File: src/rtl/flux_pkg.sv
package flux_pkg;
  typedef enum logic {
    MODE_ONE_DIR = 1'b0,
    MODE_ANY     = 1'b1
  } det_mode_e;
endpackage

File: src/rtl/flux_rst_sync.sv
module flux_rst_sync #(
  parameter int STAGES = 2
) (
  input  logic clk,
  input  logic rst_ni,
  output logic rst_no
);
  logic [STAGES-1:0] chain_q;
  logic [STAGES-1:0] chain_d;

  always_comb begin
    chain_d[0] = 1'b1;
    for (int i = 1; i < STAGES; i++) chain_d[i] = chain_q[i-1];
  end

  always_ff @(posedge clk or negedge rst_ni) begin
    if (!rst_ni) chain_q <= '0;
    else         chain_q <= chain_d;
  end

  assign rst_no = chain_q[STAGES-1];
endmodule

File: src/rtl/flux_detect.sv
module flux_detect
  import flux_pkg::*;
#(
  parameter int SYNC_STAGES = 2,
  parameter bit RISE_POL    = 1'b1
) (
  input  logic      clk,
  input  logic      rst_ni,
  input  logic      line_i,
  input  det_mode_e mode_i,
  output logic      hit_o
);
  logic [SYNC_STAGES-1:0] sync_q, sync_d;
  logic                   cur_q, cur_d;
  logic                   prev_q, prev_d;
  logic                   any_chg;
  logic                   dir_chg;

  always_comb begin
    sync_d[0] = line_i;
    for (int i = 1; i < SYNC_STAGES; i++) sync_d[i] = sync_q[i-1];
    cur_d  = sync_q[SYNC_STAGES-1];
    prev_d = cur_q;
  end

  always_ff @(posedge clk or negedge rst_ni) begin
    if (!rst_ni) begin
      sync_q <= '0;
      cur_q  <= 1'b0;
      prev_q <= 1'b0;
    end else begin
      sync_q <= sync_d;
      cur_q  <= cur_d;
      prev_q <= prev_d;
    end
  end

  assign any_chg = cur_q ^ prev_q;

  generate
    if (RISE_POL) begin : g_rise
      assign dir_chg = cur_q & ~prev_q;
    end else begin : g_fall
      assign dir_chg = ~cur_q & prev_q;
    end
  endgenerate

  assign hit_o = (mode_i == MODE_ANY) ? any_chg : dir_chg;

  // a directional hit is always also a level change
  AST_DIR_IS_CHANGE: assert property (@(posedge clk) disable iff (!rst_ni)
    (mode_i == MODE_ONE_DIR && hit_o) |-> (cur_q != prev_q));
endmodule

File: src/rtl/flux_timer.sv
module flux_timer #(
  parameter int TS_W = 16
) (
  input  logic            clk,
  input  logic            rst_ni,
  output logic [TS_W-1:0] cnt_o
);
  logic [TS_W-1:0] cnt_q, cnt_d;
  logic            run_q;

  always_comb cnt_d = cnt_q + TS_W'(1);

  always_ff @(posedge clk or negedge rst_ni) begin
    if (!rst_ni) begin
      cnt_q <= '0;
      run_q <= 1'b0;
    end else begin
      cnt_q <= cnt_d;
      run_q <= 1'b1;
    end
  end

  assign cnt_o = cnt_q;

  AST_CNT_STEP: assert property (@(posedge clk) disable iff (!rst_ni)
    run_q |-> (cnt_q == TS_W'($past(cnt_q) + TS_W'(1))));
endmodule

File: src/rtl/flux_skid.sv
module flux_skid #(
  parameter int TS_W = 16
) (
  input  logic            clk,
  input  logic            rst_ni,
  input  logic            push_i,
  input  logic [TS_W-1:0] stamp_i,
  output logic            valid_o,
  input  logic            ready_i,
  output logic [TS_W-1:0] data_o,
  output logic            ovf_o
);
  logic [TS_W-1:0] out_q, out_d, skid_q, skid_d;
  logic            out_v_q, out_v_d, skid_v_q, skid_v_d;
  logic            ovf_q, ovf_d;
  logic            pop;

  assign pop = out_v_q & ready_i;

  always_comb begin
    out_d    = out_q;
    out_v_d  = out_v_q;
    skid_d   = skid_q;
    skid_v_d = skid_v_q;
    ovf_d    = ovf_q;
    if (pop) begin
      if (skid_v_q) begin
        out_d = skid_q;
        if (push_i) skid_d = stamp_i;
        else        skid_v_d = 1'b0;
      end else if (push_i) begin
        out_d = stamp_i;
      end else begin
        out_v_d = 1'b0;
      end
    end else if (push_i) begin
      if (!out_v_q) begin
        out_d   = stamp_i;
        out_v_d = 1'b1;
      end else if (!skid_v_q) begin
        skid_d   = stamp_i;
        skid_v_d = 1'b1;
      end else begin
        ovf_d = 1'b1;
      end
    end
  end

  always_ff @(posedge clk or negedge rst_ni) begin
    if (!rst_ni) begin
      out_q    <= '0;
      out_v_q  <= 1'b0;
      skid_q   <= '0;
      skid_v_q <= 1'b0;
      ovf_q    <= 1'b0;
    end else begin
      out_q    <= out_d;
      out_v_q  <= out_v_d;
      skid_q   <= skid_d;
      skid_v_q <= skid_v_d;
      ovf_q    <= ovf_d;
    end
  end

  assign valid_o = out_v_q;
  assign data_o  = out_q;
  assign ovf_o   = ovf_q;

  AST_HOLD_DATA: assert property (@(posedge clk) disable iff (!rst_ni)
    (valid_o && !ready_i) |=> (valid_o && $stable(data_o)));
  AST_OVF_STICKY: assert property (@(posedge clk) disable iff (!rst_ni)
    ovf_o |=> ovf_o);
  AST_OVF_FULL: assert property (@(posedge clk) disable iff (!rst_ni)
    $rose(ovf_o) |-> ($past(skid_v_q) && valid_o));
  AST_PUSH_SEEN: assert property (@(posedge clk) disable iff (!rst_ni)
    (push_i && !valid_o) |=> valid_o);
endmodule

File: src/rtl/flux_stamp.sv
module flux_stamp
  import flux_pkg::*;
#(
  parameter int TS_W        = 16,
  parameter int SYNC_STAGES = 2,
  parameter bit RISE_POL    = 1'b1
) (
  input  logic            clk,
  input  logic            rst_n,
  input  logic            rd_line,
  input  logic            any_edge,
  output logic            ts_valid,
  input  logic            ts_ready,
  output logic [TS_W-1:0] ts_data,
  output logic            ovf
);
  logic            rst_q;
  logic            hit;
  logic [TS_W-1:0] now;
  det_mode_e       mode;

  assign mode = det_mode_e'(any_edge);

  flux_rst_sync #(.STAGES(2)) u_rst (
    .clk(clk), .rst_ni(rst_n), .rst_no(rst_q)
  );

  flux_detect #(.SYNC_STAGES(SYNC_STAGES), .RISE_POL(RISE_POL)) u_det (
    .clk(clk), .rst_ni(rst_q), .line_i(rd_line), .mode_i(mode), .hit_o(hit)
  );

  flux_timer #(.TS_W(TS_W)) u_tmr (
    .clk(clk), .rst_ni(rst_q), .cnt_o(now)
  );

  flux_skid #(.TS_W(TS_W)) u_skid (
    .clk(clk), .rst_ni(rst_q), .push_i(hit), .stamp_i(now),
    .valid_o(ts_valid), .ready_i(ts_ready), .data_o(ts_data), .ovf_o(ovf)
  );

  AST_RESET_QUIET: assert property (@(posedge clk)
    !rst_q |-> (!ts_valid && !ovf));
endmodule

File: config.mk
export PLATFORM = sky130hd
export DESIGN_NAME = flux_stamp
export DESIGN_NICKNAME = d
export VERILOG_FILES = /design/src/rtl/flux_pkg.sv /design/src/rtl/flux_rst_sync.sv /design/src/rtl/flux_detect.sv /design/src/rtl/flux_timer.sv /design/src/rtl/flux_skid.sv /design/src/rtl/flux_stamp.sv
export SDC_FILE = /design/constraint.sdc
export NUM_CORES = 1
export LEC_CHECK = 0
export CORE_ASPECT_RATIO = 0.9
export CORE_UTILIZATION = 45
export CTS_BUF_LIST = sky130_fd_sc_hd__clkbuf_8
export DETAILED_ROUTE_END_ITERATION = 10
export DONT_BUFFER_PORTS = 1
export PLACE_DENSITY = 0.57
export SLEW_MARGIN = 25
export SYNTH_ARGS = -nofsm -noshare
export SYNTH_HDL_FRONTEND = slang
export SYNTH_HIERARCHICAL = 1
export SYNTH_SLANG_ARGS = --single-unit
File: constraint.sdc
create_clock -name clk -period 2.62 [get_ports clk]
set_clock_uncertainty 0.15 [all_clocks]
set_input_delay 0.393 -clock clk [delete_from_list [all_inputs] [get_ports clk]]
set_output_delay 0.393 -clock clk [all_outputs]
set_load 0.02 [all_outputs]
==> flow_summary.toml <==
[cells_and_area]
multi_input_area_um2 = 1050
drive_above_1_share_pct = 16.2
area_growth_pct = 12.0
n_antenna_cell = 0
fin_cells = 304
regArea_um2 = 1430
fillCellCount = 501
final_nets = 237
final_core_util_pct = 51.9
final_area_um2 = 2940

[timing]
rsz0062_at_grt = "false"
fin_crit_ns = 2.14
relSlewSlack_pct = 44.6
worstMarginPinSlew_ns = 0.831
hold_viol = 0
report.final.slew_viol_count = 0
finalSetupViolations = 0
finalWorstSetupSlack_ns = 0.475
timing.hold.ws_ns = 0.0227
fin_setup_tns_ns = 0
clock.fmax_mhz = 466
post-route-period-util_pct = 81.9

[yosys]
synth_compound_area_share_pct = 15.4
synth-seq-cells = 57
syn_inst = 225
synth_common_cells = "dfrtp_1 (57), inv_1 (21), o21ai_0 (19)"
synth_seq_area_share_pct = 54.3
syn_nets = 233
postSynthAreaPerCell_um2 = 11.7
yosysUniqueCellTypes = 33
synth_top_area_share_pct = 54.3
syn_area_um2 = 2630
synthFlopType = "dfrtp_1"
synthMuxAreaShare_pct = 7.24
yosysMostFrequentCell = "dfrtp_1"
yosys.area_share.adder_pct = 1.43
synth_xor_area_share_pct = 4.67
synth_edf_count = 0
synth_top_area_cell = "dfrtp_1"
yosysWarnings = 6
synth_area_leaders = "dfrtp_1 (54%), a222oi_1 (6.1%), mux2_1 (4.3%)"
synthSimpleGateAreaFrac_pct = 10.6
synth_top_family_by_area = "compound AO/OA/AOI/OAI gates"
async_flop_share_pct = 100

[floorplanning]
num_rows = 26
io_pins = 23
dieArea_um2 = 6140
die_w_um = 82.5
initial_utilization_pct = 46.4
design.core.area_um2 = 5660
die_h_um = 74.5

[route]
via_per_inst = 5.98
drt_iter0_markers = 159
drcViolationCount = 0
vias = 1817
first_pass_iters = 8
post_drt_wl_per_cell_um = 17.5
ant_nets = 0
drt-total-wl_mm = 5.32

[pwr]
p_per_area_nw_per_um2 = 982
p_total_mw = 2.89
irDropWorstVdd_mv = 0.602
total_leakage_power_nw = 1.33

[global_routing]
grt_pass1_vias = 1686
grt_pass1_wl_mm = 8.40
grt_usage_pct = 19.1
gr-total-overflow = 0
antenna_found_initial = 0
grt_max_degree = 30

[clock_network]
htree_num_levels = 3
ctsHoldBuffers = 2
cts_resized = 0
insertion_delay_ns = 0.33
cts_made_buffers = 9
cts.sinks = 57
cts_root_buffer = "clkbuf_8"
clk_pin_slew_ns = 0.07
clockBufferDepth = 2
cts_setup_buffers = 0
cts_tree = "done"

[critical_path]
crit_slowest_cell = "o22ai_2"
crit_chain = "inv_2 > o22ai_2 > a222oi_1"
max_stage_delay_ns = 0.73
cp-start-kind = "flop"
worstSetupPathType = "reg -> reg"
required_ns = 2.63
critical_path_arrival_ns = 2.15
critPathMaxFanout = 19
endpoint_kind = "flop"

[run_status]
outcome = "complete, no violations"

[placed_design]
dpl_cell_area_um2 = 2690
port_buffers = 0
place_ws_ns = 0.506
place_hpwl_mm = 3.41
place_congestion = 0.725
placed_cells = 286

[hold_path]
hold_class = "in -> reg"

[run]
drv_cap = 0
final cells by class:
class / instances / area share [%]
Timing Repair Buffer: 6 / 2.13
Clock inverter: 5 / 2.64
Tap cell: 70 / 2.98
Sequential cell: 57 / 48.6
Multi-Input combinational cell: 133 / 35.7
Inverter: 22 / 2.81
Clock buffer: 11 / 5.15
worst max-delay path, delay by kind of cell, from the launching register on:
family,cells,cell delay (ns)
buffers and inverters,1,0.29
DFF,1,0.62
AOI/OAI and AO/OA,2,0.90
registers in the layout, indices dropped and copies added (netlist names):
signal and cells:
u_det/cur_q 1, u_det/prev_q 1, u_det/sync_q 2, u_rst/chain_q 2, u_skid/data_o 16, u_skid/ovf_o 1
u_skid/skid_q 16, u_skid/skid_v_q 1, u_skid/valid_o 1, u_tmr/cnt_o 16
report_power, final:
part / internal (mW) / total (mW) / switching (mW)
clock network: 0.584 / 0.925 / 0.342
registers: 1.05 / 1.36 / 0.314
logic: 0.259 / 0.597 / 0.338
layout by cell type, fill, tap and decap left out, types with 3 or more instances in the layout:
| master | synthesis | final |
|---|---|---|
| clkbuf_8 | 0 | 11 |
| nor4_2 | 4 | 4 |
| mux2_1 | 10 | 10 |
| ha_1 | 3 | 3 |
| nand2b_1 | 16 | 16 |
| o21ai_0 | 19 | 19 |
| inv_1 | 21 | 21 |
| o22ai_1 | 15 | 15 |
| nand3_1 | 5 | 5 |
| xnor2_1 | 4 | 4 |
| nor2_1 | 3 | 3 |
| mux2_2 | 6 | 6 |
| nor3_1 | 4 | 4 |
| nand2_1 | 6 | 6 |
| a222oi_1 | 16 | 16 |
| xor2_1 | 10 | 10 |
| dfrtp_1 | 57 | 56 |
| buf_4 | 2 | 3 |
worst paths after layout:
kind / start / cells past startpoint / end / slack, ns
max: u_skid/valid_o$_DFFE_PN0P_ / 3 / u_skid/data_o[2]$_DFFE_PN0P_ / 0.48
min: ts_ready / 1 / u_skid/data_o[7]$_DFFE_PN0P_ / 0.02
max reg2reg: u_skid/valid_o$_DFFE_PN0P_ / 3 / u_skid/data_o[2]$_DFFE_PN0P_ / 0.48
min reg2reg: u_rst/chain_q[1]$_DFF_PN0_ / 0 / u_tmr/cnt_o[10]$_DFF_PN0_ / 0.14
max in group asynchronous: u_rst/chain_q[1]$_DFF_PN0_ / 1 / u_skid/data_o[11]$_DFFE_PN0P_ / 1.62
min in group asynchronous: u_rst/chain_q[1]$_DFF_PN0_ / 0 / u_tmr/cnt_o[10]$_DFF_PN0_ / 0.14
logic make-up after synthesis:
| logic type | count (synthesis) |
|---|---|
| other | 1 |
| muxes | 17 |
| DFF | 57 |
| and+or+nand+nor | 43 |
| xor gates and xnor gates | 14 |
| AOI/OAI and AO/OA | 55 |
| adders and majority gates | 3 |
| buffers and inverters | 35 |
per-layer routing:
| layer | wire (µm) | GRT usage, % | vias up | part of all wire (%) |
|---|---|---|---|---|
| met5 | 0 | 0 | - | 0 |
| met4 | 85 | 9.96 | 0 | 1.6 |
| met3 | 281 | 4.17 | 10 | 5.3 |
| met2 | 2500 | 29.6 | 56 | 47 |
| met1 | 2450 | 25.2 | 917 | 46 |
| li1 | - | - | 834 | - |
Note: power is estimated with default switching activity, not from simulation.
